File: config.mk
export PLATFORM = sky130hd
export DESIGN_NAME = dac_write_seq
export DESIGN_NICKNAME = d
export VERILOG_FILES = /design/src/rtl/dac_write_seq_pkg.sv /design/src/rtl/dac_write_seq_ctrl.sv /design/src/rtl/dac_write_seq_datapath.sv /design/src/rtl/dac_write_seq.sv
export SDC_FILE = /design/constraint.sdc
export NUM_CORES = 1
export LEC_CHECK = 0
export CELL_PAD_IN_SITES_DETAIL_PLACEMENT = 2
export CELL_PAD_IN_SITES_GLOBAL_PLACEMENT = 2
export CORE_MARGIN = 2
export CORE_UTILIZATION = 30
export DETAILED_ROUTE_END_ITERATION = 10
export PLACE_DENSITY_LB_ADDON = 0.3
export SLEW_MARGIN = 5
export SYNTH_ARGS = -nofsm -noshare
export SYNTH_HDL_FRONTEND = slang
export SYNTH_SLANG_ARGS = --single-unit
File: constraint.sdc
create_clock -name clk -period 4.8 [get_ports clk]
set_input_delay 0.48 -clock clk [delete_from_list [all_inputs] [get_ports clk]]
set_output_delay 0.48 -clock clk [all_outputs]
set_load 0.02 [all_outputs]
File: src/rtl/dac_write_seq_pkg.sv
package dac_write_seq_pkg;

  typedef enum logic [1:0] {
    OP_WRITE      = 2'b00,
    OP_WRITE_LOAD = 2'b01,
    OP_COMBINED   = 2'b10,
    OP_RESET      = 2'b11
  } seqOp_e;

  // strobe commands from control to datapath, valid for the next cycle
  typedef struct packed {
    logic capture;
    logic wrLow;
    logic ldLow;
    logic rstLow;
  } strobeCmd_t;

  function automatic int unsigned nsToCycles(input int unsigned ns, input int unsigned periodNs);
    int unsigned c;
    c = (ns + periodNs - 1) / periodNs;
    if (c < 1) c = 1;
    return c;
  endfunction

  function automatic int unsigned maxOf(input int unsigned a, input int unsigned b);
    return (a > b) ? a : b;
  endfunction

endpackage

File: src/rtl/dac_write_seq_ctrl.sv
module dac_write_seq_ctrl
  import dac_write_seq_pkg::*;
#(
  parameter int unsigned WR_LOW_CYC = 3,
  parameter int unsigned GAP_CYC    = 1,
  parameter int unsigned LD_CYC     = 3,
  parameter int unsigned COMB_CYC   = 3,
  parameter int unsigned RST_CYC    = 3,
  parameter int unsigned CNT_W      = 2
) (
  input  logic       clk,
  input  logic       rstN,
  input  logic       reqValid,
  input  logic [1:0] reqOp,
  output logic       reqReady,
  output strobeCmd_t cmd
);

  typedef enum logic [2:0] {
    ST_IDLE, ST_WR, ST_GAP, ST_LD, ST_COMB, ST_RST
  } seqState_e;

  seqState_e  state, stateNext;
  logic [CNT_W-1:0] cnt, cntNext;
  logic       loadAfter, loadAfterNext;
  logic       accept;
  seqOp_e     opIn;

  assign opIn     = seqOp_e'(reqOp);
  assign reqReady = (state == ST_IDLE);
  assign accept   = reqValid && (state == ST_IDLE);

  always_comb begin
    stateNext     = state;
    cntNext       = cnt;
    loadAfterNext = loadAfter;
    unique case (state)
      ST_IDLE: begin
        if (accept) begin
          unique case (opIn)
            OP_WRITE: begin
              stateNext     = ST_WR;
              cntNext       = CNT_W'(WR_LOW_CYC - 1);
              loadAfterNext = 1'b0;
            end
            OP_WRITE_LOAD: begin
              stateNext     = ST_WR;
              cntNext       = CNT_W'(WR_LOW_CYC - 1);
              loadAfterNext = 1'b1;
            end
            OP_COMBINED: begin
              stateNext = ST_COMB;
              cntNext   = CNT_W'(COMB_CYC - 1);
            end
            OP_RESET: begin
              stateNext = ST_RST;
              cntNext   = CNT_W'(RST_CYC - 1);
            end
            default: stateNext = ST_IDLE;
          endcase
        end
      end
      ST_WR: begin
        if (cnt == '0) begin
          if (loadAfter) begin
            stateNext = ST_GAP;
            cntNext   = CNT_W'(GAP_CYC - 1);
          end else begin
            stateNext = ST_IDLE;
          end
        end else begin
          cntNext = cnt - 1'b1;
        end
      end
      ST_GAP: begin
        if (cnt == '0) begin
          stateNext = ST_LD;
          cntNext   = CNT_W'(LD_CYC - 1);
        end else begin
          cntNext = cnt - 1'b1;
        end
      end
      ST_LD, ST_COMB, ST_RST: begin
        if (cnt == '0) stateNext = ST_IDLE;
        else           cntNext   = cnt - 1'b1;
      end
      default: stateNext = ST_IDLE;
    endcase
  end

  // strobes are decoded from the next state so the datapath registers them
  // on the same edge the state changes
  always_comb begin
    cmd.capture = accept && (opIn != OP_RESET);
    cmd.wrLow   = (stateNext == ST_WR) || (stateNext == ST_COMB);
    cmd.ldLow   = (stateNext == ST_LD) || (stateNext == ST_COMB);
    cmd.rstLow  = (stateNext == ST_RST);
  end

  always_ff @(posedge clk or negedge rstN) begin
    if (!rstN) begin
      state     <= ST_IDLE;
      cnt       <= '0;
      loadAfter <= 1'b0;
    end else begin
      state     <= stateNext;
      cnt       <= cntNext;
      loadAfter <= loadAfterNext;
    end
  end

endmodule

File: src/rtl/dac_write_seq_datapath.sv
module dac_write_seq_datapath
  import dac_write_seq_pkg::*;
#(
  parameter int unsigned DATA_W = 14
) (
  input  logic              clk,
  input  logic              rstN,
  input  strobeCmd_t        cmd,
  input  logic [DATA_W-1:0] reqData,
  output logic [DATA_W-1:0] dacData,
  output logic              dacWrN,
  output logic              dacLdN,
  output logic              dacRstN
);

  always_ff @(posedge clk or negedge rstN) begin
    if (!rstN) begin
      dacData <= '0;
      dacWrN  <= 1'b1;
      dacLdN  <= 1'b1;
      dacRstN <= 1'b1;
    end else begin
      if (cmd.capture) dacData <= reqData;
      dacWrN  <= ~cmd.wrLow;
      dacLdN  <= ~cmd.ldLow;
      dacRstN <= ~cmd.rstLow;
    end
  end

endmodule

File: src/rtl/dac_write_seq.sv
module dac_write_seq
  import dac_write_seq_pkg::*;
#(
  parameter int unsigned DATA_W        = 14,
  parameter int unsigned CLK_PERIOD_NS = 10,
  parameter int unsigned SETUP_NS      = 25,
  parameter int unsigned WR_PULSE_NS   = 25,
  parameter int unsigned LD_PULSE_NS   = 25,
  parameter int unsigned RST_PULSE_NS  = 25,
  parameter int unsigned WR_TO_LD_NS   = 0
) (
  input  logic              clk,
  input  logic              rstN,
  input  logic              reqValid,
  output logic              reqReady,
  input  logic [1:0]        reqOp,
  input  logic [DATA_W-1:0] reqData,
  output logic [DATA_W-1:0] dacData,
  output logic              dacWrN,
  output logic              dacLdN,
  output logic              dacRstN
);

  localparam int unsigned SetupCyc = nsToCycles(SETUP_NS, CLK_PERIOD_NS);
  localparam int unsigned WrCyc    = nsToCycles(WR_PULSE_NS, CLK_PERIOD_NS);
  localparam int unsigned WrLowCyc = maxOf(SetupCyc, WrCyc);
  localparam int unsigned LdCyc    = nsToCycles(LD_PULSE_NS, CLK_PERIOD_NS);
  localparam int unsigned GapCyc   = nsToCycles(WR_TO_LD_NS, CLK_PERIOD_NS);
  localparam int unsigned RstCyc   = nsToCycles(RST_PULSE_NS, CLK_PERIOD_NS);
  localparam int unsigned CombCyc  = maxOf(WrLowCyc, LdCyc);
  localparam int unsigned MaxCyc   = maxOf(maxOf(CombCyc, GapCyc), RstCyc);
  localparam int unsigned CntW     = (MaxCyc < 2) ? 1 : $clog2(MaxCyc);

  strobeCmd_t cmd;

  dac_write_seq_ctrl #(
    .WR_LOW_CYC(WrLowCyc),
    .GAP_CYC   (GapCyc),
    .LD_CYC    (LdCyc),
    .COMB_CYC  (CombCyc),
    .RST_CYC   (RstCyc),
    .CNT_W     (CntW)
  ) u_ctrl (
    .clk     (clk),
    .rstN    (rstN),
    .reqValid(reqValid),
    .reqOp   (reqOp),
    .reqReady(reqReady),
    .cmd     (cmd)
  );

  dac_write_seq_datapath #(
    .DATA_W(DATA_W)
  ) u_dp (
    .clk    (clk),
    .rstN   (rstN),
    .cmd    (cmd),
    .reqData(reqData),
    .dacData(dacData),
    .dacWrN (dacWrN),
    .dacLdN (dacLdN),
    .dacRstN(dacRstN)
  );

endmodule

==> flow_metrics.tcl <==
set metrics [dict create \
    period_minus_slack_ps 2310 \
    areaGrowthSynthToFinish_pct 38.6 \
    antenna_found_initial 0 \
    rows 22 \
    clock_latency_ps 260 \
    synth_cell_type_count 31 \
    via_count 812 \
    grt_pass1_wl_um 4610 \
    drtPass1Iterations 4 \
    place_congestion 0.780 \
    cp.arrival_ps 1830 \
    grt_pass1_vias 982 \
    drive_gt1_share_pct 21.1 \
    tns_ps 0 \
    setup.worst_path.end_class "output pin" \
    worstSetupStartpointType "flip-flop" \
    post_cts_buffers 0 \
    seq_area_frac_synth_pct 50.8 \
    cts_root_buffer "clkbuf_8" \
    synthesis.yosys.warnings 0 \
    synthArstFlopShare_pct 100 \
    ys.flop_type "dfrtp_1" \
    max_clock_freq_ghz 0.432 \
    seq_area_um2 579 \
    numPortBuffers 36 \
    status "complete, no violations" \
    path_delay_family "buffers and inverters" \
    diodes 0 \
    crit_chain "nor3_1, clkdlybuf4s50_1" \
    synth_edf_count 0 \
    clock_path_buffers 2 \
    fin_skew_ps 2.00 \
    multi_input_area_um2 517 \
    grt_setup_unrepaired "false" \
    cts_resized 0 \
    maxCapViolCount 0 \
    p_total_mw 1.11 \
    core_area_um2 3660 \
    p_leak_nw 0.683 \
    initial_core_util_pct 31.2 \
    cp-startpoint "u_ctrl.state[1]$_DFF_PN0_" \
    die_area_um2 4310 \
    cts_sinks 23 \
    grt_overflow 0 \
    cts_max_level 1 \
    holdBufCountCts 0 \
    relSlewSlack_pct 31.2 \
    ir_worst_vdd_v 0.000214 \
    dpl.hpwl_um 2050 \
    routed_wl_um 2730 \
    hp-start "u_dp.dacData[4]$_DFFE_PN0P_" \
    num-fill-cells 386 \
    syn_inst 87 \
    setup_viol 0 \
    drtAntennaViolNets 0 \
    syn_area_per_cell_um2 13.1 \
    power_per_cell_area_nw_per_um2 703 \
    track_usage_pct 14.3 \
    netlist_area_um2 1140 \
    slowest_delay_ps 650 \
    vias_per_cell 4.75 \
    finalMaxSlewViolations 0 \
    worst_slew_pin_slew_ps 1030 \
    pin_count 37 \
    critPathSlowestCell "clkdlybuf4s50_1" \
    path_max_fanout 16 \
    first_iter_violations 18 \
    required_ps 4320 \
    wl_per_cell_um 16.0 \
    critPathKind "flip-flop to output pin" \
    cts_tree "yes" \
    fin_crit_sh_pct 48.2 \
    crit_buf_inv 1 \
    cts_made_buffers 3 \
    synth-seq-cells 23 \
    nets 146 \
    die_w_um 65.7 \
    hold_viol 0 \
    reg2reg_from "u_ctrl.state[1]$_DFF_PN0_" \
    path_clk_slew_ps 80 \
    die_y_um 65.7 \
    hp-class "flip-flop to flip-flop" \
    grt_max_degree 24 \
    syn_nets 109 \
    post-route-drc-count 0 \
]
state kept, by name (all words and copies together), names as in the netlist:
name	count
u_dp.dacData	14
u_dp.dacRstN	1
u_ctrl.cnt	2
u_ctrl.loadAfter	1
u_dp.dacWrN	1
u_ctrl.state	3
u_dp.dacLdN	1
metal layers:
layer / vias to the layer above / share of wire, % / track usage [%]
met5: - / 0 / 0
met4: 0 / 0.37 / 3.91
met3: 2 / 5.6 / 3.77
met2: 27 / 54 / 26.9
met1: 407 / 40 / 15.7
li1: 376 / - / -
Yosys cell counts, types with 2 or more instances:
master    number  share of area, %
a21oi_1        6               2.6
buf_2          3               1.3
dfrtp_1       20                44
dfstp_2        3               6.9
ha_1           3               3.3
inv_1          5               1.6
mux2_2         6               5.9
mux2_4        10                13
mux2i_1        2               1.8
nand2_1        4               1.3
nand2b_1       4               2.2
nor2_1         2              0.66
final timing paths:
path / end / slack, ps / depth (start not counted)
min in group asynchronous: u_ctrl.cnt[0]$_DFFE_PN0P_ / 770 / 1
min: u_dp.dacData[4]$_DFFE_PN0P_ / 520 / 1
max: reqReady / 2490 / 2
max reg2reg: u_dp.dacData[8]$_DFFE_PN0P_ / 2850 / 3
min reg2reg: u_dp.dacData[4]$_DFFE_PN0P_ / 520 / 1
max in group asynchronous: u_ctrl.state[2]$_DFF_PN0_ / 3410 / 1
power by group:
| group | internal (mW) | switching [mW] | leakage [nW] |
|---|---|---|---|
| combinational | 0.324 | 0.273 | 0.387 |
| clock | 0.0579 | 0.0621 | 0.0255 |
| sequential | 0.299 | 0.0956 | 0.270 |
| total | 0.681 | 0.431 | 0.683 |
area by class of cell:
type / count / share of cell area [%]
clock buffers: 3 / 2.61
multi-input cells: 55 / 32.7
repair buffers: 36 / 22.8
flip-flops and latches: 23 / 36.6
inverters: 5 / 1.19
well taps: 48 / 3.80
clock inverters: 1 / 0.316
cell usage in the layout, fill, tap and decap left out:
cell and n:
o311a_1 1, nand2_2 1, dfstp_2 3, mux2_1 1, xor2_1 1, nor4b_4 1, nor2_1 2, nand4bb_1 1
mux2_2 6, inv_1 5, nor4bb_1 1, o21bai_1 1, nor3_1 1, or2_1 1, dfrtp_1 20, nand2b_1 4
nand2_1 4, clkdlybuf4s50_1 36, mux2_4 10, a221oi_2 1, mux2i_1 2, a31oi_1 1, clkinv_2 1, nand3_1 1
nor4b_1 1, o211ai_1 1, ha_1 3, clkbuf_8 3, a22oi_1 1, nor2b_1 1, o31ai_1 1, a21oi_1 6
logic make-up (layout without fill, tap and decap cells):
kind of cell	count (synthesis)	count (layout)	synth area share, %
AO/OA/AOI/OAI	13	13	8.01
XOR/XNOR	1	1	0.768
adder cells (fa/ha/maj)	3	3	3.29
buffers and inverters	9	45	3.95
flip-flops	23	23	50.8
multiplexers	19	19	21.8
AND/OR/NAND/NOR	19	19	11.4
stage by stage:
step	cell area [um^2]	utilization [%]	instances	hold slack, ps	setup slack [ps]
6_report	1580	43.2	171	520	2490
3_3_place_gp	1540	41.9	167	493	2690
3_5_place_dp	1540	41.9	167	495	2580
5_1_grt	1580	43.2	171	552	2380
2_1_floorplan	1140	-	87	184	2950
4_1_cts	1580	43.2	171	523	2470
(Power assumes the default switching activity.)
